[src/rtl/uevt_pkg.sv]
package uevt_pkg;

    // record field widths
    localparam int REQ_W  = 3;
    localparam int DSRC_W = 5;
    localparam int ID_W   = 11;
    localparam int CL_W   = 5;              // low cluster part of an ID
    localparam int SCL_W  = ID_W - CL_W;    // high super-cluster part

    // register port
    localparam int ADDR_W = 5;
    localparam int DATA_W = 32;

    localparam logic [ADDR_W-1:0] OFS_CTRL   = 5'h00;
    localparam logic [ADDR_W-1:0] OFS_CORE   = 5'h04;
    localparam logic [ADDR_W-1:0] OFS_TYPE   = 5'h08;
    localparam logic [ADDR_W-1:0] OFS_SRCID  = 5'h0C;
    localparam logic [ADDR_W-1:0] OFS_TGTID  = 5'h10;
    localparam logic [ADDR_W-1:0] OFS_CNT_LO = 5'h14;
    localparam logic [ADDR_W-1:0] OFS_CNT_HI = 5'h18;

    // control word layout
    localparam int CTRL_EN_BIT  = 0;
    localparam int CTRL_CLR_BIT = 1;
    localparam int CTRL_OVF_BIT = 2;
    localparam int CTRL_FEN_LSB = 4;

    // type word and id word layout
    localparam int TYPE_DSRC_LSB = 8;
    localparam int ID_MSK_LSB    = 16;

    // filter slots, also their enable bit order above CTRL_FEN_LSB
    localparam int F_CORE   = 0;
    localparam int F_REQ    = 1;
    localparam int F_DSRC   = 2;
    localparam int F_SRCID  = 3;
    localparam int F_TGTID  = 4;
    localparam int NUM_FILT = 5;

    // request classes: the top bit marks a defined class
    localparam int REQ_CLASS_BIT = REQ_W - 1;

    typedef struct packed {
        logic [ID_W-1:0] cmd;
        logic [ID_W-1:0] msk;   // 1 = bit not compared
    } id_flt_t;

    typedef struct packed {
        logic                count_en;
        logic [NUM_FILT-1:0] flt_en;
        logic [REQ_W-1:0]    req;
        logic [DSRC_W-1:0]   dsrc;
        id_flt_t             src;
        id_flt_t             tgt;
    } cfg_t;

    typedef struct packed {
        logic              valid;
        logic [REQ_W-1:0]  req;
        logic [DSRC_W-1:0] dsrc;
        logic [ID_W-1:0]   srcid;
        logic [ID_W-1:0]   tgtid;
    } rec_t;

    // reserved selections never match
    function automatic logic req_match(input logic [REQ_W-1:0] got,
                                       input logic [REQ_W-1:0] sel);
        return sel[REQ_CLASS_BIT] && (got == sel);
    endfunction

endpackage

[src/rtl/uevt_id_match.sv]
module uevt_id_match
    import uevt_pkg::*;
(
    input  logic [ID_W-1:0] id,
    input  id_flt_t         flt,
    output logic            hit
);
    logic [ID_W-1:0] diff;
    logic            scl_hit;
    logic            cl_hit;

    always_comb begin
        diff    = (id ^ flt.cmd) & ~flt.msk;
        scl_hit = ~|diff[ID_W-1:CL_W];
        cl_hit  = ~|diff[CL_W-1:0];
        hit     = scl_hit & cl_hit;
    end
endmodule

[src/rtl/uevt_filter.sv]
module uevt_filter
    import uevt_pkg::*;
#(
    parameter  int CORE_W     = 8,
    localparam int CORE_IDX_W = (CORE_W > 1) ? $clog2(CORE_W) : 1
) (
    input  rec_t                  rec,
    input  logic [CORE_IDX_W-1:0] core_idx,
    input  logic [CORE_W-1:0]     core_map,
    input  cfg_t                  cfg,
    output logic                  hit
);
    localparam int MAP_W = 1 << CORE_IDX_W;
    localparam int N_ID  = 2;

    logic [MAP_W-1:0]    map_ext;
    logic [NUM_FILT-1:0] raw;
    logic [NUM_FILT-1:0] pass;
    logic [ID_W-1:0]     id_sel  [N_ID];
    id_flt_t             flt_sel [N_ID];
    logic [N_ID-1:0]     id_hit;

    assign id_sel[0]  = rec.srcid;
    assign id_sel[1]  = rec.tgtid;
    assign flt_sel[0] = cfg.src;
    assign flt_sel[1] = cfg.tgt;

    for (genvar g = 0; g < N_ID; g++) begin : g_id
        uevt_id_match u_match (
            .id  (id_sel[g]),
            .flt (flt_sel[g]),
            .hit (id_hit[g])
        );
    end

    always_comb begin
        map_ext              = '0;
        map_ext[CORE_W-1:0]  = core_map;
        raw                  = '0;
        raw[F_CORE]          = map_ext[core_idx];
        raw[F_REQ]           = req_match(rec.req, cfg.req);
        raw[F_DSRC]          = (rec.dsrc == cfg.dsrc);
        raw[F_SRCID]         = id_hit[0];
        raw[F_TGTID]         = id_hit[1];
        // a filter that is off always passes
        pass                 = raw | ~cfg.flt_en;
        hit                  = rec.valid & (&pass);
    end
endmodule

[src/rtl/uevt_count_reg.sv]
module uevt_count_reg #(
    parameter int CNT_W = 48
) (
    input  logic             clk,
    input  logic             rst,
    input  logic             inc,
    input  logic             clr,
    input  logic             ovf_clr,
    output logic [CNT_W-1:0] cnt,
    output logic             ovf
);
    logic wrap;

    assign wrap = inc & ~clr & (&cnt);

    always_ff @(posedge clk) begin
        if (rst) begin
            cnt <= '0;
        end else if (clr) begin
            cnt <= '0;
        end else if (inc) begin
            cnt <= cnt + CNT_W'(1);
        end
    end

    // set wins over a clear request in the same cycle
    always_ff @(posedge clk) begin
        if (rst) begin
            ovf <= 1'b0;
        end else if (wrap) begin
            ovf <= 1'b1;
        end else if (ovf_clr) begin
            ovf <= 1'b0;
        end
    end
endmodule

[src/rtl/uevt_regs.sv]
module uevt_regs
    import uevt_pkg::*;
#(
    parameter int CORE_W = 8,
    parameter int CNT_W  = 48
) (
    input  logic              clk,
    input  logic              rst,
    input  logic              wr_en,
    input  logic [ADDR_W-1:0] wr_addr,
    input  logic [DATA_W-1:0] wr_data,
    input  logic [ADDR_W-1:0] rd_addr,
    output logic [DATA_W-1:0] rd_data,
    input  logic [CNT_W-1:0]  cnt,
    input  logic              ovf,
    output cfg_t              cfg,
    output logic [CORE_W-1:0] core_map,
    output logic              clr_pulse,
    output logic              ovf_clr_pulse
);
    localparam int EXT_W = 2 * DATA_W;

    logic              ctrl_wr;
    logic [EXT_W-1:0]  cnt_ext;
    logic [DATA_W-1:0] core_ext;
    logic              unused_wr;

    assign ctrl_wr       = wr_en && (wr_addr == OFS_CTRL);
    assign clr_pulse     = ctrl_wr && wr_data[CTRL_CLR_BIT];
    assign ovf_clr_pulse = ctrl_wr && wr_data[CTRL_OVF_BIT];
    assign unused_wr     = ^wr_data;

    always_ff @(posedge clk) begin
        if (rst) begin
            cfg      <= '0;
            core_map <= '0;
        end else if (wr_en) begin
            case (wr_addr)
                OFS_CTRL: begin
                    cfg.count_en <= wr_data[CTRL_EN_BIT];
                    cfg.flt_en   <= wr_data[CTRL_FEN_LSB +: NUM_FILT];
                end
                OFS_CORE:  core_map  <= wr_data[CORE_W-1:0];
                OFS_TYPE: begin
                    cfg.req  <= wr_data[REQ_W-1:0];
                    cfg.dsrc <= wr_data[TYPE_DSRC_LSB +: DSRC_W];
                end
                OFS_SRCID: begin
                    cfg.src.cmd <= wr_data[ID_W-1:0];
                    cfg.src.msk <= wr_data[ID_MSK_LSB +: ID_W];
                end
                OFS_TGTID: begin
                    cfg.tgt.cmd <= wr_data[ID_W-1:0];
                    cfg.tgt.msk <= wr_data[ID_MSK_LSB +: ID_W];
                end
                default: ;
            endcase
        end
    end

    always_comb begin
        cnt_ext              = '0;
        cnt_ext[CNT_W-1:0]   = cnt;
        core_ext             = '0;
        core_ext[CORE_W-1:0] = core_map;
        rd_data              = '0;
        case (rd_addr)
            OFS_CTRL: begin
                rd_data[CTRL_EN_BIT]                 = cfg.count_en;
                rd_data[CTRL_OVF_BIT]                = ovf;
                rd_data[CTRL_FEN_LSB +: NUM_FILT]    = cfg.flt_en;
            end
            OFS_CORE: rd_data = core_ext;
            OFS_TYPE: begin
                rd_data[REQ_W-1:0]                   = cfg.req;
                rd_data[TYPE_DSRC_LSB +: DSRC_W]     = cfg.dsrc;
            end
            OFS_SRCID: begin
                rd_data[ID_W-1:0]                    = cfg.src.cmd;
                rd_data[ID_MSK_LSB +: ID_W]          = cfg.src.msk;
            end
            OFS_TGTID: begin
                rd_data[ID_W-1:0]                    = cfg.tgt.cmd;
                rd_data[ID_MSK_LSB +: ID_W]          = cfg.tgt.msk;
            end
            OFS_CNT_LO: rd_data = cnt_ext[DATA_W-1:0];
            OFS_CNT_HI: rd_data = cnt_ext[EXT_W-1:DATA_W];
            default:    rd_data = '0;
        endcase
    end
endmodule

[src/rtl/uevt_filter_counter.sv]
module uevt_filter_counter
    import uevt_pkg::*;
#(
    parameter  int CORE_W     = 8,
    parameter  int CNT_W      = 48,
    localparam int CORE_IDX_W = (CORE_W > 1) ? $clog2(CORE_W) : 1
) (
    input  logic                  clk,
    input  logic                  rst,
    input  logic                  rec_valid,
    input  logic [CORE_IDX_W-1:0] rec_core,
    input  logic [REQ_W-1:0]      rec_req,
    input  logic [DSRC_W-1:0]     rec_dsrc,
    input  logic [ID_W-1:0]       rec_srcid,
    input  logic [ID_W-1:0]       rec_tgtid,
    input  logic                  wr_en,
    input  logic [ADDR_W-1:0]     wr_addr,
    input  logic [DATA_W-1:0]     wr_data,
    input  logic [ADDR_W-1:0]     rd_addr,
    output logic [DATA_W-1:0]     rd_data
);
    rec_t              rec;
    cfg_t              cfg;
    logic [CORE_W-1:0] core_map;
    logic              flt_hit;
    logic              inc;
    logic              clr_pulse;
    logic              ovf_clr_pulse;
    logic [CNT_W-1:0]  cnt_q;
    logic              ovf_q;

    always_comb begin
        rec.valid = rec_valid;
        rec.req   = rec_req;
        rec.dsrc  = rec_dsrc;
        rec.srcid = rec_srcid;
        rec.tgtid = rec_tgtid;
    end

    uevt_regs #(.CORE_W(CORE_W), .CNT_W(CNT_W)) u_regs (
        .clk           (clk),
        .rst           (rst),
        .wr_en         (wr_en),
        .wr_addr       (wr_addr),
        .wr_data       (wr_data),
        .rd_addr       (rd_addr),
        .rd_data       (rd_data),
        .cnt           (cnt_q),
        .ovf           (ovf_q),
        .cfg           (cfg),
        .core_map      (core_map),
        .clr_pulse     (clr_pulse),
        .ovf_clr_pulse (ovf_clr_pulse)
    );

    uevt_filter #(.CORE_W(CORE_W)) u_filter (
        .rec      (rec),
        .core_idx (rec_core),
        .core_map (core_map),
        .cfg      (cfg),
        .hit      (flt_hit)
    );

    assign inc = flt_hit & cfg.count_en;

    uevt_count_reg #(.CNT_W(CNT_W)) u_count (
        .clk     (clk),
        .rst     (rst),
        .inc     (inc),
        .clr     (clr_pulse),
        .ovf_clr (ovf_clr_pulse),
        .cnt     (cnt_q),
        .ovf     (ovf_q)
    );
endmodule

[config.mk]
export PLATFORM = sky130hd
export DESIGN_NAME = uevt_filter_counter
export DESIGN_NICKNAME = d
export VERILOG_FILES = /design/src/rtl/uevt_pkg.sv /design/src/rtl/uevt_id_match.sv /design/src/rtl/uevt_filter.sv /design/src/rtl/uevt_count_reg.sv /design/src/rtl/uevt_regs.sv /design/src/rtl/uevt_filter_counter.sv
export SDC_FILE = /design/constraint.sdc
export NUM_CORES = 1
export LEC_CHECK = 0
export BUFFER_PORTS_ARGS = -buffer_cell sky130_fd_sc_hd__clkbuf_2
export CORE_ASPECT_RATIO = 1.4
export CORE_UTILIZATION = 40
export DETAILED_ROUTE_END_ITERATION = 8
export PLACE_DENSITY = 0.62
export SKIP_CTS_REPAIR_TIMING = 1
export SLEW_MARGIN = 20
export SYNTH_ARGS = -nofsm -noshare
export SYNTH_HDL_FRONTEND = slang
export SYNTH_SLANG_ARGS = --single-unit
[constraint.sdc]
create_clock -name clk -period 2.6 [get_ports clk]
set_input_delay 0.39 -clock clk [delete_from_list [all_inputs] [get_ports clk]]
set_output_delay 0.39 -clock clk [all_outputs]
set_load 0.05 [all_outputs]
==> results_dict.tcl <==
set metrics [dict create \
    clock_tree_from_tritoncts "yes" \
    fp.coreArea_mm2 0.0161 \
    synth-seq-area-share_pct 35.1 \
    remaining_drc_errors 0 \
    power.leakage_nw 3.10 \
    antenna_found_initial 0 \
    n_antenna_cell 0 \
    final_common_cell "sky130_fd_sc_hd__nand2_1" \
    initial_core_util_pct 40.7 \
    end_kind "register" \
    synth_area_per_cell_um2 8.38 \
    ant_nets 0 \
    r2r_setup_slack_ns 0.09 \
    grt_pass1_vias 5840 \
    worst_r2r_endpoint "u_count.cnt[25]" \
    r2r_path_start "u_regs.cfg[16]" \
    floorplan.die.width_um 110 \
    ys_warn_count 0 \
    worstHoldPathCells 3 \
    cellPowerDensity_mw_per_mm2 530 \
    row_count 55 \
    finalHoldWorstSlack_ns 0.208 \
    totalWireLength_um 20400 \
    report.final.slew_viol_count 0 \
    clk_pin_slew_worst_paths_ns 0.06 \
    global_route.overflow_total 0 \
    edff_count_synth 0 \
    crit_arrival_ns 2.86 \
    dieHeight_um 154 \
    num_vias 6231 \
    timing.fmax_mhz 398 \
    max_cap_viol_count 0 \
    critical_path_required_ns 2.95 \
    synth-seq-cells 115 \
    total_power_mw 4.48 \
    run_status "completed" \
    finalNetCount 970 \
    mappedNetlistArea_mm2 0.00656 \
    final_design_area_no_fill_mm2 0.00845 \
    grt_usage_pct 25.0 \
    worstSetupStartpoint "u_regs.cfg[16]" \
    drive_above_1_share_pct 25.2 \
    totalNegativeSetupSlack_ns 0 \
    worst_r2r_path_depth 7 \
    peakVddDrop_uv 374 \
    final_cell_mix "178 x sky130_fd_sc_hd__nand2_1, 115 x sky130_fd_sc_hd__dfxtp_1, 80 x sky130_fd_sc_hd__clkbuf_2" \
    h-tree-depth 4 \
    worst_max_slew_pin_slew_ns 0.735 \
    timing.hold.worst.start "wr_data[17]" \
    detailed_place.area_mm2 0.00782 \
    fillerInstances 1564 \
    final.setup_skew_ns 0.00782 \
    cp_max_fo 10 \
    start_kind "register" \
    later_pin_clock_latency_in_the_skew_report_ns 0.42 \
    fin_crit_sh_pct 96.7 \
    cts.sink_count 115 \
    timing.hold.worst_endpoint "u_regs.cfg[23]" \
    globalplace.congestion 0.844 \
    dp_hpwl_um 14700 \
    average_routed_wire_per_standard_cell_um 18.5 \
    layout_overhead_on_the_synthesized_area_pct 28.8 \
    placedCellCount 1070 \
    cts_root_buffer "sky130_fd_sc_hd__clkbuf_16" \
    relSlewSlack_pct 51.0 \
    grt_max_degree 68 \
    drt-vias-per-instance 5.66 \
    finalSetupViolCount 0 \
    async_flop_share_pct 0 \
    drt_pre_antenna_iters 8 \
    syn-num-nets 863 \
    worstSetupPathType "register to register" \
    cts_buffers 17 \
    total_i_o_pin_count 111 \
    rsz0062_at_grt "no" \
    grt_first_pass_wirelength_um 31600 \
    portBuffers 102 \
    drc_violation_total_after_the_first_tritonroute_iteration 478 \
    hold_class "input port to register" \
    clock_tree.buffer_depth 2 \
    die_area_mm2 0.0169 \
    synth_cell_type_count 40 \
    syn_inst 783 \
    ys_dominant_reg_cell "sky130_fd_sc_hd__dfxtp_1" \
    hold_viol_final 0 \
    finalNonFillerCells 1100 \
    timing.final.crit_period_ns 2.51 \
]
==> kinds of logic (layout without fill, tap and decap cells) <==
family	Yosys count	after routing	synth area share, %
simple gates	390	390	33.9
flops	115	115	35.1
compound gates	113	113	11.5
buf+inv	68	186	4.81
mux	67	67	10.6
xor+xnor	29	29	3.87
fa+ha+maj	1	1	0.191
==> report_power, final <==
part	internal [mW]	switching (mW)	total (mW)
combinational	0.101	0.147	0.248
clock	1.62	0.828	2.45
sequential	1.77	0.00775	1.78
total	3.49	0.983	4.48
==> cells in the mapped netlist (7+ instances only) <==
cell / n / area, µm²
sky130_fd_sc_hd__nand2_1: 178 / 668
sky130_fd_sc_hd__dfxtp_1: 115 / 2300
sky130_fd_sc_hd__mux2i_1: 65 / 651
sky130_fd_sc_hd__a21oi_1: 53 / 265
sky130_fd_sc_hd__nand2b_1: 49 / 307
sky130_fd_sc_hd__nor4_2: 40 / 500
sky130_fd_sc_hd__clkbuf_1: 35 / 131
sky130_fd_sc_hd__nand3_1: 33 / 165
sky130_fd_sc_hd__nor2_1: 30 / 113
sky130_fd_sc_hd__xnor2_1: 27 / 236
sky130_fd_sc_hd__a22oi_1: 25 / 188
sky130_fd_sc_hd__a222oi_1: 18 / 180
sky130_fd_sc_hd__inv_1: 15 / 56.3
sky130_fd_sc_hd__nand4_1: 14 / 87.6
sky130_fd_sc_hd__o22ai_1: 10 / 62.6
sky130_fd_sc_hd__and2_1: 7 / 43.8
sky130_fd_sc_hd__and3_1: 7 / 43.8
sky130_fd_sc_hd__and4_1: 7 / 61.3
sky130_fd_sc_hd__nor3_1: 7 / 35.0
==> registers in the layout, summed over array words and instances (netlist names) <==
name	cells
u_count.cnt	48
u_count.ovf	1
u_regs.cfg	58
u_regs.core_map	8
==> layout make-up <==
class | count | area, µm² | share of cell area [%]
multi-input cells | 600 | 3980 | 47.1
flip-flops and latches | 115 | 2300 | 27.3
repair buffers | 141 | 1250 | 14.8
clock buffers | 22 | 494 | 5.85
well taps | 199 | 249 | 2.95
clock inverters | 8 | 125 | 1.48
inverters | 15 | 56.3 | 0.666
==> worst max path at each step <==
stage | cells past startpoint | end | slack [ns]
floorplan | 4 | rd_data[0] | 0.35
global placement | 8 | u_count.cnt[0] | 0.08
detailed placement | 8 | u_count.cnt[1] | 0.06
CTS | 7 | u_count.cnt[1] | 0.07
global route | 7 | u_count.cnt[24] | 0.008
finish | 7 | u_count.cnt[25] | 0.09
==> critical path, cell delays in order (launching register included) <==
cell and delay [ns]:
sky130_fd_sc_hd__dfxtp_1 0.44, sky130_fd_sc_hd__xnor2_1 0.15, sky130_fd_sc_hd__o22ai_1 0.12, sky130_fd_sc_hd__or4_1 0.53
sky130_fd_sc_hd__o31a_2 0.43, sky130_fd_sc_hd__buf_4 0.24, sky130_fd_sc_hd__nor4_2 0.32, sky130_fd_sc_hd__mux2i_1 0.21
==> through the flow <==
step	utilization, %	setup WS [ns]
after global routing	52.5	0.00797
final	52.5	0.0863
after floorplan	-	0.347
after global placement	48.6	0.0821
after CTS	52.4	0.0689
after detailed placement	48.6	0.0650
==> layer usage <==
layer | wire [µm] | vias up | GRT usage (%)
li1 | - | 3014 | -
met1 | 8090 | 2962 | 30.0
met2 | 10500 | 217 | 43.4
met3 | 1120 | 38 | 4.07
met4 | 653 | 0 | 10.4
met5 | 0 | - | 0
Power figures use the tool's default switching activity.
